==> src/rtl/vfd_ser_pkg.sv <==
package vfd_ser_pkg;

   typedef enum logic [1:0] {
      CLS_MODE = 2'b00,
      CLS_DATA = 2'b01,
      CLS_CTRL = 2'b10,
      CLS_ADDR = 2'b11
   } cmd_class_e;

   typedef enum logic [1:0] {
      DM_MEM  = 2'b00,
      DM_LED  = 2'b01,
      DM_KEY  = 2'b10,
      DM_NONE = 2'b11
   } data_mode_e;

   localparam int BYTE_W = 8;

   // digit count selected by a mode code
   function automatic logic [3:0] digits_of(input logic [3:0] code);
      if (code[3]) return 4'd12;
      return {1'b0, code[2:0]} + 4'd4;
   endfunction

endpackage

==> src/rtl/vfd_pin_sync.sv <==
module vfd_pin_sync #(
   parameter int   STAGES    = 2,
   parameter logic RESET_VAL = 1'b0
) (
   input  logic clk,
   input  logic rst_n,
   input  logic pin_in,
   output logic lvl,
   output logic rise,
   output logic fall
);
   logic prev;

   generate
      if (STAGES < 0) begin : g_bad_stages
         $error("vfd_pin_sync: STAGES must not be negative");
      end
      if (STAGES == 0) begin : g_direct
         assign lvl = pin_in;
      end else begin : g_chain
         logic [STAGES-1:0] chain;
         always_ff @(posedge clk or negedge rst_n) begin
            if (!rst_n) begin
               chain <= {STAGES{RESET_VAL}};
            end else begin
               chain[0] <= pin_in;
               for (int k = 1; k < STAGES; k++) chain[k] <= chain[k-1];
            end
         end
         assign lvl = chain[STAGES-1];
      end
   endgenerate

   always_ff @(posedge clk or negedge rst_n) begin
      if (!rst_n) prev <= RESET_VAL;
      else        prev <= lvl;
   end

   assign rise = lvl & ~prev;
   assign fall = ~lvl & prev;

endmodule

==> src/rtl/vfd_ser_shift.sv <==
module vfd_ser_shift
   import vfd_ser_pkg::*;
(
   input  logic              clk,
   input  logic              rst_n,
   input  logic              stb_lvl,
   input  logic              stb_edge,
   input  logic              clk_rise,
   input  logic              din_lvl,
   output logic              byte_vld,
   output logic [BYTE_W-1:0] byte_val,
   output logic              byte_first,
   output logic [2:0]        bit_cnt
);
   logic [BYTE_W-1:0] shreg;
   logic              seen_cmd;
   logic [BYTE_W-1:0] shifted;

   assign shifted = {din_lvl, shreg[BYTE_W-1:1]};

   always_ff @(posedge clk or negedge rst_n) begin
      if (!rst_n) begin
         shreg      <= '0;
         seen_cmd   <= 1'b0;
         bit_cnt    <= '0;
         byte_vld   <= 1'b0;
         byte_val   <= '0;
         byte_first <= 1'b0;
      end else begin
         byte_vld <= 1'b0;
         if (stb_edge) begin
            bit_cnt  <= '0;
            seen_cmd <= 1'b0;
         end else if (clk_rise && !stb_lvl) begin
            shreg <= shifted;
            if (bit_cnt == 3'd7) begin
               byte_vld   <= 1'b1;
               byte_val   <= shifted;
               byte_first <= ~seen_cmd;
               seen_cmd   <= 1'b1;
               bit_cnt    <= '0;
            end else begin
               bit_cnt <= bit_cnt + 3'd1;
            end
         end
      end
   end

   // once strobe is high the framing stays cleared
   p_ignore_when_high_r2 : assert property (@(posedge clk) disable iff (!rst_n)
      stb_lvl |=> (bit_cnt == 3'd0));

   // a byte takes eight serial edges, never two in a row
   p_byte_spacing_r1 : assert property (@(posedge clk) disable iff (!rst_n)
      byte_vld |=> !byte_vld);

endmodule

==> src/rtl/vfd_cmd_regs.sv <==
module vfd_cmd_regs
   import vfd_ser_pkg::*;
#(
   parameter int MEM_BYTES = 36,
   parameter int ADDR_W    = 6,
   parameter int LED_W     = 4
) (
   input  logic              clk,
   input  logic              rst_n,
   input  logic              byte_vld,
   input  logic [BYTE_W-1:0] byte_val,
   input  logic              byte_first,
   output logic              mem_we,
   output logic [ADDR_W-1:0] mem_addr,
   output logic [BYTE_W-1:0] mem_wdata,
   output logic [LED_W-1:0]  led_out,
   output logic [3:0]        cfg_digits,
   output logic [2:0]        cfg_dim,
   output logic              cfg_disp_on,
   output logic              cfg_scan_run,
   output logic              cfg_test,
   output logic              rd_start
);
   localparam int ADDR_FIELD = 6;

   generate
      if (ADDR_W > ADDR_FIELD || ADDR_W < 1) begin : g_bad_addr
         $error("vfd_cmd_regs: ADDR_W must be 1..6");
      end
      if (MEM_BYTES < 1 || MEM_BYTES > (1 << ADDR_W)) begin : g_bad_mem
         $error("vfd_cmd_regs: MEM_BYTES out of range for ADDR_W");
      end
      if (LED_W < 1 || LED_W > BYTE_W) begin : g_bad_led
         $error("vfd_cmd_regs: LED_W must be 1..8");
      end
   endgenerate

   cmd_class_e        cls;
   data_mode_e        dmode;
   logic              addr_hold;
   logic [ADDR_W-1:0] addr;
   logic              addr_ok;
   logic [3:0]        new_digits;

   assign cls        = cmd_class_e'(byte_val[7:6]);
   assign addr_ok    = ({1'b0, addr} < (ADDR_W+1)'(MEM_BYTES));
   assign new_digits = digits_of(byte_val[3:0]);

   always_ff @(posedge clk or negedge rst_n) begin
      if (!rst_n) begin
         dmode        <= DM_MEM;
         addr_hold    <= 1'b0;
         addr         <= '0;
         mem_we       <= 1'b0;
         mem_addr     <= '0;
         mem_wdata    <= '0;
         led_out      <= '0;
         cfg_digits   <= 4'd12;
         cfg_dim      <= 3'd0;
         cfg_disp_on  <= 1'b0;
         cfg_scan_run <= 1'b0;
         cfg_test     <= 1'b0;
         rd_start     <= 1'b0;
      end else begin
         mem_we   <= 1'b0;
         rd_start <= 1'b0;
         if (byte_vld && byte_first) begin
            unique case (cls)
               CLS_MODE: begin
                  if (new_digits != cfg_digits) begin
                     cfg_digits   <= new_digits;
                     cfg_disp_on  <= 1'b0;
                     cfg_scan_run <= 1'b0;
                  end
               end
               CLS_DATA: begin
                  dmode     <= data_mode_e'(byte_val[1:0]);
                  addr_hold <= byte_val[2];
                  cfg_test  <= byte_val[3];
                  rd_start  <= (byte_val[1:0] == DM_KEY);
               end
               CLS_CTRL: begin
                  cfg_dim      <= byte_val[2:0];
                  cfg_disp_on  <= byte_val[3];
                  cfg_scan_run <= 1'b1;
               end
               CLS_ADDR: begin
                  addr <= byte_val[ADDR_W-1:0];
               end
               default: ;
            endcase
         end else if (byte_vld) begin
            unique case (dmode)
               DM_MEM: begin
                  if (addr_ok) begin
                     mem_we    <= 1'b1;
                     mem_addr  <= addr;
                     mem_wdata <= byte_val;
                     if (!addr_hold) addr <= addr + 1'b1;
                  end
               end
               DM_LED:  led_out <= byte_val[LED_W-1:0];
               default: ;
            endcase
         end
      end
   end

   // no write ever reaches an address beyond the memory
   p_no_write_oob_r5 : assert property (@(posedge clk) disable iff (!rst_n)
      mem_we |-> ({1'b0, mem_addr} < (ADDR_W+1)'(MEM_BYTES)));

   // a change of digit count leaves display and scanning off
   p_mode_change_off_r8 : assert property (@(posedge clk) disable iff (!rst_n)
      (cfg_digits != $past(cfg_digits)) |-> (!cfg_disp_on && !cfg_scan_run));

   // digit count stays inside 4..12
   p_digits_range_r8 : assert property (@(posedge clk) disable iff (!rst_n)
      (cfg_digits >= 4'd4) && (cfg_digits <= 4'd12));

endmodule

==> src/rtl/vfd_key_reader.sv <==
module vfd_key_reader #(
   parameter int KEY_BYTES = 4
) (
   input  logic                   clk,
   input  logic                   rst_n,
   input  logic                   txn_reset,
   input  logic                   rd_start,
   input  logic                   byte_vld,
   input  logic                   clk_fall,
   input  logic                   stb_lvl,
   input  logic [2:0]             bit_cnt,
   input  logic [KEY_BYTES*8-1:0] key_in,
   output logic                   pull_low
);
   localparam int PTR_W = $clog2(KEY_BYTES);

   generate
      if (KEY_BYTES < 2) begin : g_bad_keys
         $error("vfd_key_reader: KEY_BYTES must be at least 2");
      end
   endgenerate

   logic             rd_active;
   logic [PTR_W-1:0] rd_ptr;
   logic [PTR_W+2:0] idx;
   logic [PTR_W-1:0] ptr_next;

   assign idx      = {rd_ptr, bit_cnt};
   assign ptr_next = (rd_ptr == PTR_W'(KEY_BYTES-1)) ? '0 : rd_ptr + 1'b1;

   always_ff @(posedge clk or negedge rst_n) begin
      if (!rst_n) begin
         rd_active <= 1'b0;
         rd_ptr    <= '0;
         pull_low  <= 1'b0;
      end else if (txn_reset) begin
         rd_active <= 1'b0;
         rd_ptr    <= '0;
         pull_low  <= 1'b0;
      end else if (rd_start) begin
         rd_active <= 1'b1;
         rd_ptr    <= '0;
         pull_low  <= 1'b0;
      end else if (rd_active) begin
         if (clk_fall && !stb_lvl) pull_low <= ~key_in[idx];
         if (byte_vld)             rd_ptr   <= ptr_next;
      end
   end

   // a strobe edge releases the line on the next cycle
   p_release_on_stb_r11 : assert property (@(posedge clk) disable iff (!rst_n)
      txn_reset |=> !pull_low);

   // the line is driven only inside a read
   p_release_idle_r11 : assert property (@(posedge clk) disable iff (!rst_n)
      (!rd_active && !$past(rd_active)) |-> !pull_low);

endmodule

==> src/rtl/vfd_ser_ctrl.sv <==
module vfd_ser_ctrl
   import vfd_ser_pkg::*;
#(
   parameter int SYNC_STAGES = 2,
   parameter int MEM_BYTES   = 36,
   parameter int ADDR_W      = 6,
   parameter int KEY_BYTES   = 4,
   parameter int LED_W       = 4
) (
   input  logic                   clk,
   input  logic                   rst_n,
   input  logic                   ser_stb,
   input  logic                   ser_clk,
   input  logic                   ser_din,
   input  logic [KEY_BYTES*8-1:0] key_in,
   output logic                   sdo_pull_low,
   output logic                   mem_we,
   output logic [ADDR_W-1:0]      mem_addr,
   output logic [BYTE_W-1:0]      mem_wdata,
   output logic [LED_W-1:0]       led_out,
   output logic [3:0]             cfg_digits,
   output logic [2:0]             cfg_dim,
   output logic                   cfg_disp_on,
   output logic                   cfg_scan_run,
   output logic                   cfg_test
);
   logic stb_lvl, stb_rise, stb_fall, stb_edge;
   logic sclk_lvl, sclk_rise, sclk_fall;
   logic din_lvl, din_rise, din_fall;
   logic              byte_vld, byte_first, rd_start;
   logic [BYTE_W-1:0] byte_val;
   logic [2:0]        bit_cnt;

   vfd_pin_sync #(.STAGES(SYNC_STAGES), .RESET_VAL(1'b1)) i_sync_stb (
      .clk(clk), .rst_n(rst_n), .pin_in(ser_stb),
      .lvl(stb_lvl), .rise(stb_rise), .fall(stb_fall));

   vfd_pin_sync #(.STAGES(SYNC_STAGES), .RESET_VAL(1'b1)) i_sync_clk (
      .clk(clk), .rst_n(rst_n), .pin_in(ser_clk),
      .lvl(sclk_lvl), .rise(sclk_rise), .fall(sclk_fall));

   vfd_pin_sync #(.STAGES(SYNC_STAGES), .RESET_VAL(1'b0)) i_sync_din (
      .clk(clk), .rst_n(rst_n), .pin_in(ser_din),
      .lvl(din_lvl), .rise(din_rise), .fall(din_fall));

   assign stb_edge = stb_rise | stb_fall;

   vfd_ser_shift i_shift (
      .clk(clk), .rst_n(rst_n),
      .stb_lvl(stb_lvl), .stb_edge(stb_edge),
      .clk_rise(sclk_rise), .din_lvl(din_lvl),
      .byte_vld(byte_vld), .byte_val(byte_val),
      .byte_first(byte_first), .bit_cnt(bit_cnt));

   vfd_cmd_regs #(.MEM_BYTES(MEM_BYTES), .ADDR_W(ADDR_W), .LED_W(LED_W)) i_regs (
      .clk(clk), .rst_n(rst_n),
      .byte_vld(byte_vld), .byte_val(byte_val), .byte_first(byte_first),
      .mem_we(mem_we), .mem_addr(mem_addr), .mem_wdata(mem_wdata),
      .led_out(led_out), .cfg_digits(cfg_digits), .cfg_dim(cfg_dim),
      .cfg_disp_on(cfg_disp_on), .cfg_scan_run(cfg_scan_run),
      .cfg_test(cfg_test), .rd_start(rd_start));

   vfd_key_reader #(.KEY_BYTES(KEY_BYTES)) i_reader (
      .clk(clk), .rst_n(rst_n),
      .txn_reset(stb_edge), .rd_start(rd_start), .byte_vld(byte_vld),
      .clk_fall(sclk_fall), .stb_lvl(stb_lvl), .bit_cnt(bit_cnt),
      .key_in(key_in), .pull_low(sdo_pull_low));

   // a read can only start from the command byte of a transaction
   p_read_from_cmd_r3 : assert property (@(posedge clk) disable iff (!rst_n)
      rd_start |-> $past(byte_vld && byte_first));

   // nothing is written before any data byte arrived
   p_no_spurious_write_r12 : assert property (@(posedge clk) disable iff (!rst_n)
      mem_we |-> $past(byte_vld && !byte_first));

   // din edges are not used beyond level sampling
   logic unused_din_edges;
   assign unused_din_edges = din_rise ^ din_fall ^ sclk_lvl;

endmodule

==> config.mk <==
export PLATFORM = sky130hd
export DESIGN_NAME = vfd_ser_ctrl
export DESIGN_NICKNAME = d
export VERILOG_FILES = /design/src/rtl/vfd_ser_pkg.sv /design/src/rtl/vfd_pin_sync.sv /design/src/rtl/vfd_ser_shift.sv /design/src/rtl/vfd_cmd_regs.sv /design/src/rtl/vfd_key_reader.sv /design/src/rtl/vfd_ser_ctrl.sv
export SDC_FILE = /design/constraint.sdc
export NUM_CORES = 1
export LEC_CHECK = 0
export CAP_MARGIN = 40
export CORE_ASPECT_RATIO = 1.5
export CORE_MARGIN = 2
export CORE_UTILIZATION = 51
export DETAILED_ROUTE_END_ITERATION = 7
export PLACE_DENSITY = 0.88
export SYNTH_ARGS = -nofsm -noshare
export SYNTH_HDL_FRONTEND = slang
export SYNTH_SLANG_ARGS = --single-unit
==> constraint.sdc <==
create_clock -name clk -period 2.4 [get_ports clk]
set_clock_uncertainty 0.15 [all_clocks]
set_input_delay 0.6 -clock clk [delete_from_list [all_inputs] [get_ports clk]]
set_output_delay 0.6 -clock clk [all_outputs]
set_load 0.01 [all_outputs]
==> impl_table.tex <==
\begin{tabular}{lr}
\hline
Metric & Value \\
\hline
\multicolumn{2}{l}{\textbf{Worst setup path}} \\
\quad Crit path arrival time & 1.48 ns \\
\quad Critical path type & reg -> out \\
\quad CP endpoint kind & output pin \\
\quad R2R Setup Slk & 0.32 ns \\
\quad Cells on worst reg2reg path & 5 \\
\quad Element type at the critical path start & register \\
\quad Crit path required time & 1.65 ns \\
\quad Launch point of the worst reg-to-reg path & i\_regs.addr[2]\$\_DFFE\_PN0P\_ \\
\quad Crit path max-delay family & flip-flops \\
\quad Ordered list of cells on the worst path & clkdlybuf4s50\_1 \\
\quad Reg2reg end & i\_regs.addr[0]\$\_DFFE\_PN0P\_ \\
\quad Largest fanout of any net on the critical path & 5 \\
\quad Count of buffering cells on the critical path with inverters included & 1 \\
\quad Max incr delay on CP & 0.57 ns \\
\quad Cell type of the slowest stage on the worst timing path & dfstp\_2 \\
\multicolumn{2}{l}{\textbf{Synth}} \\
\quad Proportion of synthesized chip area in sequential cells & 0.551 \\
\quad Number of cells produced by synthesis & 260 \\
\quad Fraction of synthesized cell area in xor and xnor cells & 0.00533 \\
\quad Mux share of post-synthesis cell area & 0.210 \\
\quad Average footprint of a synthesized cell & 12.6 sq um \\
\quad Area of the mapped netlist & 3290 sq um \\
\quad Combinational family with the most area after synthesis & multiplexers \\
\quad Flop and latch count out of synthesis & 72 \\
\quad Share of the synthesized area in compound gates (AO/OA/AOI/OAI) & 0.0849 \\
\quad Most frequently used flop master after synthesis & dfrtp\_1 \\
\quad Number of synthesis warnings & 0 \\
\quad Proportion of synthesized flip-flops having asynchronous set or reset & 1.00 \\
\quad Net count after synthesis & 301 \\
\quad Number of enable-type register cells in the synthesized netlist & 0 \\
\quad Synth Area in Adders & 0.0152 \\
\quad Cell variety after synth & 41 \\
\quad Post-synthesis share of cell area spent on and, or, nand and nor gates & 0.105 \\
\multicolumn{2}{l}{\textbf{Timing}} \\
\quad Transition at the pin with the smallest max-transition slack & 0.583 ns \\
\quad Ratio of final minimum period to clock period & 0.928 \\
\quad Hold\_ws & 0.0969 ns \\
\quad Setup repair after global routing missed its margin & no \\
\quad Final Hold Viols & 0 \\
\quad Worst-case setup margin in the final layout & 0.172 ns \\
\quad Final setup TNS & 0 ns \\
\quad Final setup violation count & 0 \\
\quad Time the final worst path needs with I/O delays and setup & 2.23 ns \\
\quad Tightest slew margin relative to the limit & 0.611 \\
\quad Max-slew violation count & 0 \\
\quad Highest achievable clock rate & 449 MHz \\
\multicolumn{2}{l}{\textbf{Detailed routing}} \\
\quad Number of vias per cell after detailed routing & 5.71 \\
\quad Via count & 2375 \\
\quad Routed length per placed instance & 17.4 um \\
\quad Drt initial violations & 182 \\
\quad Number of nets with antenna violations after routing & 0 \\
\quad Iteration count of the initial detailed-routing pass & 4 \\
\quad Routed wire length & 7230 um \\
\quad DRC & 0 \\
\multicolumn{2}{l}{\textbf{Power and ir drop}} \\
\quad Static leakage & 1.98 nW \\
\quad Worst ir drop on vdd & 0.535 mV \\
\quad Power per Cell Area & 575 nW/um\^{}2 \\
\quad Total power & 2.46 mW \\
\multicolumn{2}{l}{\textbf{Clock network}} \\
\quad Cells resized by post-CTS repair & 0 \\
\quad Clock tree root driver cell & clkbuf\_8 \\
\quad Clock Path Buffers & 2 \\
\quad Cts-stage hold buffer count & 0 \\
\quad Total setup buffers inserted after CTS & 0 \\
\quad \# clock sinks & 72 \\
\quad CTS tree & done \\
\quad TritonCTS Buffers & 9 \\
\quad Worst skew pair latency & 0.35 ns \\
\quad Reg clk slew, reported paths & 0.07 ns \\
\quad CTS H-Tree Depth & 3 \\
\multicolumn{2}{l}{\textbf{Placed design}} \\
\quad Placed Instances & 400 \\
\quad IO buf count & 66 \\
\quad Placed Area & 4070 sq um \\
\quad Worst setup slack after placement & -0.0813 ns \\
\quad RePlAce Congestion & 0.795 \\
\quad Dpl hpwl & 5190 um \\
\multicolumn{2}{l}{\textbf{Floorplanning}} \\
\quad Die Y-Extent & 102 um \\
\quad Standard-cell row count & 35 \\
\quad Area of the core & 6170 sq um \\
\quad I/O pin total & 67 \\
\quad X dimension of the die & 69.6 um \\
\quad Full die area & 7120 sq um \\
\quad Initial Util & 0.532 \\
\multicolumn{2}{l}{\textbf{GRT}} \\
\quad Pin count of the biggest net entering global routing & 33 \\
\quad Sum of overflow across all layers after global routing & 0 \\
\quad First-pass GRT wire length & 11300 um \\
\quad All-layer global routing usage & 0.207 \\
\quad Vias in the first global route & 2380 \\
\quad Number of antenna violations at the first check in global routing & 0 \\
\multicolumn{2}{l}{\textbf{Min path}} \\
\quad Tightest Hold Check Type & in -> async \\
\multicolumn{2}{l}{\textbf{Layout}} \\
\quad Filler-free cell count of the finished design & 416 \\
\quad Share of layout cells above drive strength 1 & 0.249 \\
\quad Number of nets in the final layout & 378 \\
\quad Commonest cells after routing, fill and taps aside & clkdlybuf4s50\_1, dfrtp\_1, mux2\_2, nand2\_1, a21oi\_1 \\
\quad Final core utilization & 0.692 \\
\quad Number of diodes & 0 \\
\quad Most frequent standard cell in the layout excluding fill and tap cells & clkdlybuf4s50\_1 \\
\quad Synth-to-layout area growth & 30.1\% \\
\quad Area of all placed cells without fillers & 4280 sq um \\
\multicolumn{2}{l}{\textbf{Run status}} \\
\quad Run status & completed \\
\multicolumn{2}{l}{\textbf{Run}} \\
\quad Count of max-cap constraint violations & 0 \\
\hline
\end{tabular}
==> cell type report <==
type / instances / area, sq um
Inverter: 6 / 22.5
Tap cell: 74 / 92.6
Clock inverter: 3 / 40.0
Multi-Input combinational cell: 170 / 1380
Fill cell: 432 / 1900
Clock buffer: 13 / 169
Timing Repair Buffer: 78 / 758
Sequential cell: 72 / 1810
==> kinds of logic (layout without fill, tap and decap cells) <==
group / after synthesis / in the layout
xor gates and xnor gates: 2 / 2
and+or+nand+nor: 66 / 66
AOI/OAI and AO/OA: 43 / 43
muxes: 55 / 55
adders and majority gates: 4 / 4
DFF: 72 / 72
buffers and inverters: 18 / 100
==> how the worst max path moves through the flow <==
stage / slack [ns] / cells after the start / end / startpoint
floorplan: 0.44 / 5 / i_regs.cfg_digits[0]$_DFFE_PN0P_ / i_regs.cfg_digits[2]$_DFFE_PN1P_
global placement: -0.005 / 6 / i_reader.pull_low$_DFFE_PN0P_ / key_in[5]
detailed placement: -0.08 / 6 / i_reader.pull_low$_DFFE_PN0P_ / key_in[5]
CTS: 0.16 / 1 / cfg_digits[3] / i_regs.cfg_digits[3]$_DFFE_PN1P_
global route: 0.15 / 1 / cfg_digits[3] / i_regs.cfg_digits[3]$_DFFE_PN1P_
finish: 0.17 / 1 / cfg_digits[3] / i_regs.cfg_digits[3]$_DFFE_PN1P_
==> cell usage after synthesis (all sizes together), types with 2 or more instances <==
library cell / n / area [sq um]
nor2: 13 / 51.3
o22ai: 3 / 18.8
a2111oi: 2 / 42.5
nand4b: 2 / 17.5
nor4bb: 3 / 30.0
mux2i: 9 / 90.1
nand2b: 2 / 12.5
nand3: 11 / 55.1
a21boi: 2 / 15.0
dfstp: 8 / 210
buf: 6 / 48.8
nor2b: 5 / 38.8
nor3b: 2 / 15.0
ha: 4 / 50.1
mux4: 7 / 161
mux2: 39 / 439
inv: 6 / 22.5
a31oi: 4 / 25.0
dfrtp: 64 / 1600
o21ai: 13 / 65.1
or2: 2 / 12.5
nand2: 21 / 81.3
nor3: 3 / 15.0
clkbuf: 6 / 22.5
a21oi: 14 / 70.1
==> routing by layer <==
metal | vias to the layer above | wire (um) | global-route usage | share of wire
li1 | 1102 | - | - | -
met1 | 1210 | 2890 | 0.247 | 0.40
met2 | 45 | 3970 | 0.362 | 0.55
met3 | 18 | 200 | 0.0316 | 0.028
met4 | 0 | 166 | 0.113 | 0.023
met5 | - | 0 | 0 | 0
==> report_power, final <==
| part | switching [mW] | internal [mW] |
|---|---|---|
| sequential | 0.0414 | 1.26 |
| combinational | 0.0561 | 0.105 |
| clock | 0.434 | 0.562 |
| total | 0.531 | 1.92 |
==> flip-flops by register name, indices dropped and copies added (netlist names), 2 cells and up <==
name	cells
i_regs.cfg_digits	4
i_sync_clk.g_chain.chain	2
i_regs.dmode	2
i_regs.cfg_dim	3
i_sync_din.g_chain.chain	2
i_regs.mem_addr	6
i_shift.bit_cnt	3
i_shift.byte_val	8
i_reader.rd_ptr	2
i_regs.led_out	4
i_regs.addr	6
i_shift.shreg	7
i_sync_stb.g_chain.chain	2
i_regs.mem_wdata	8
(Power assumes the default switching activity.)
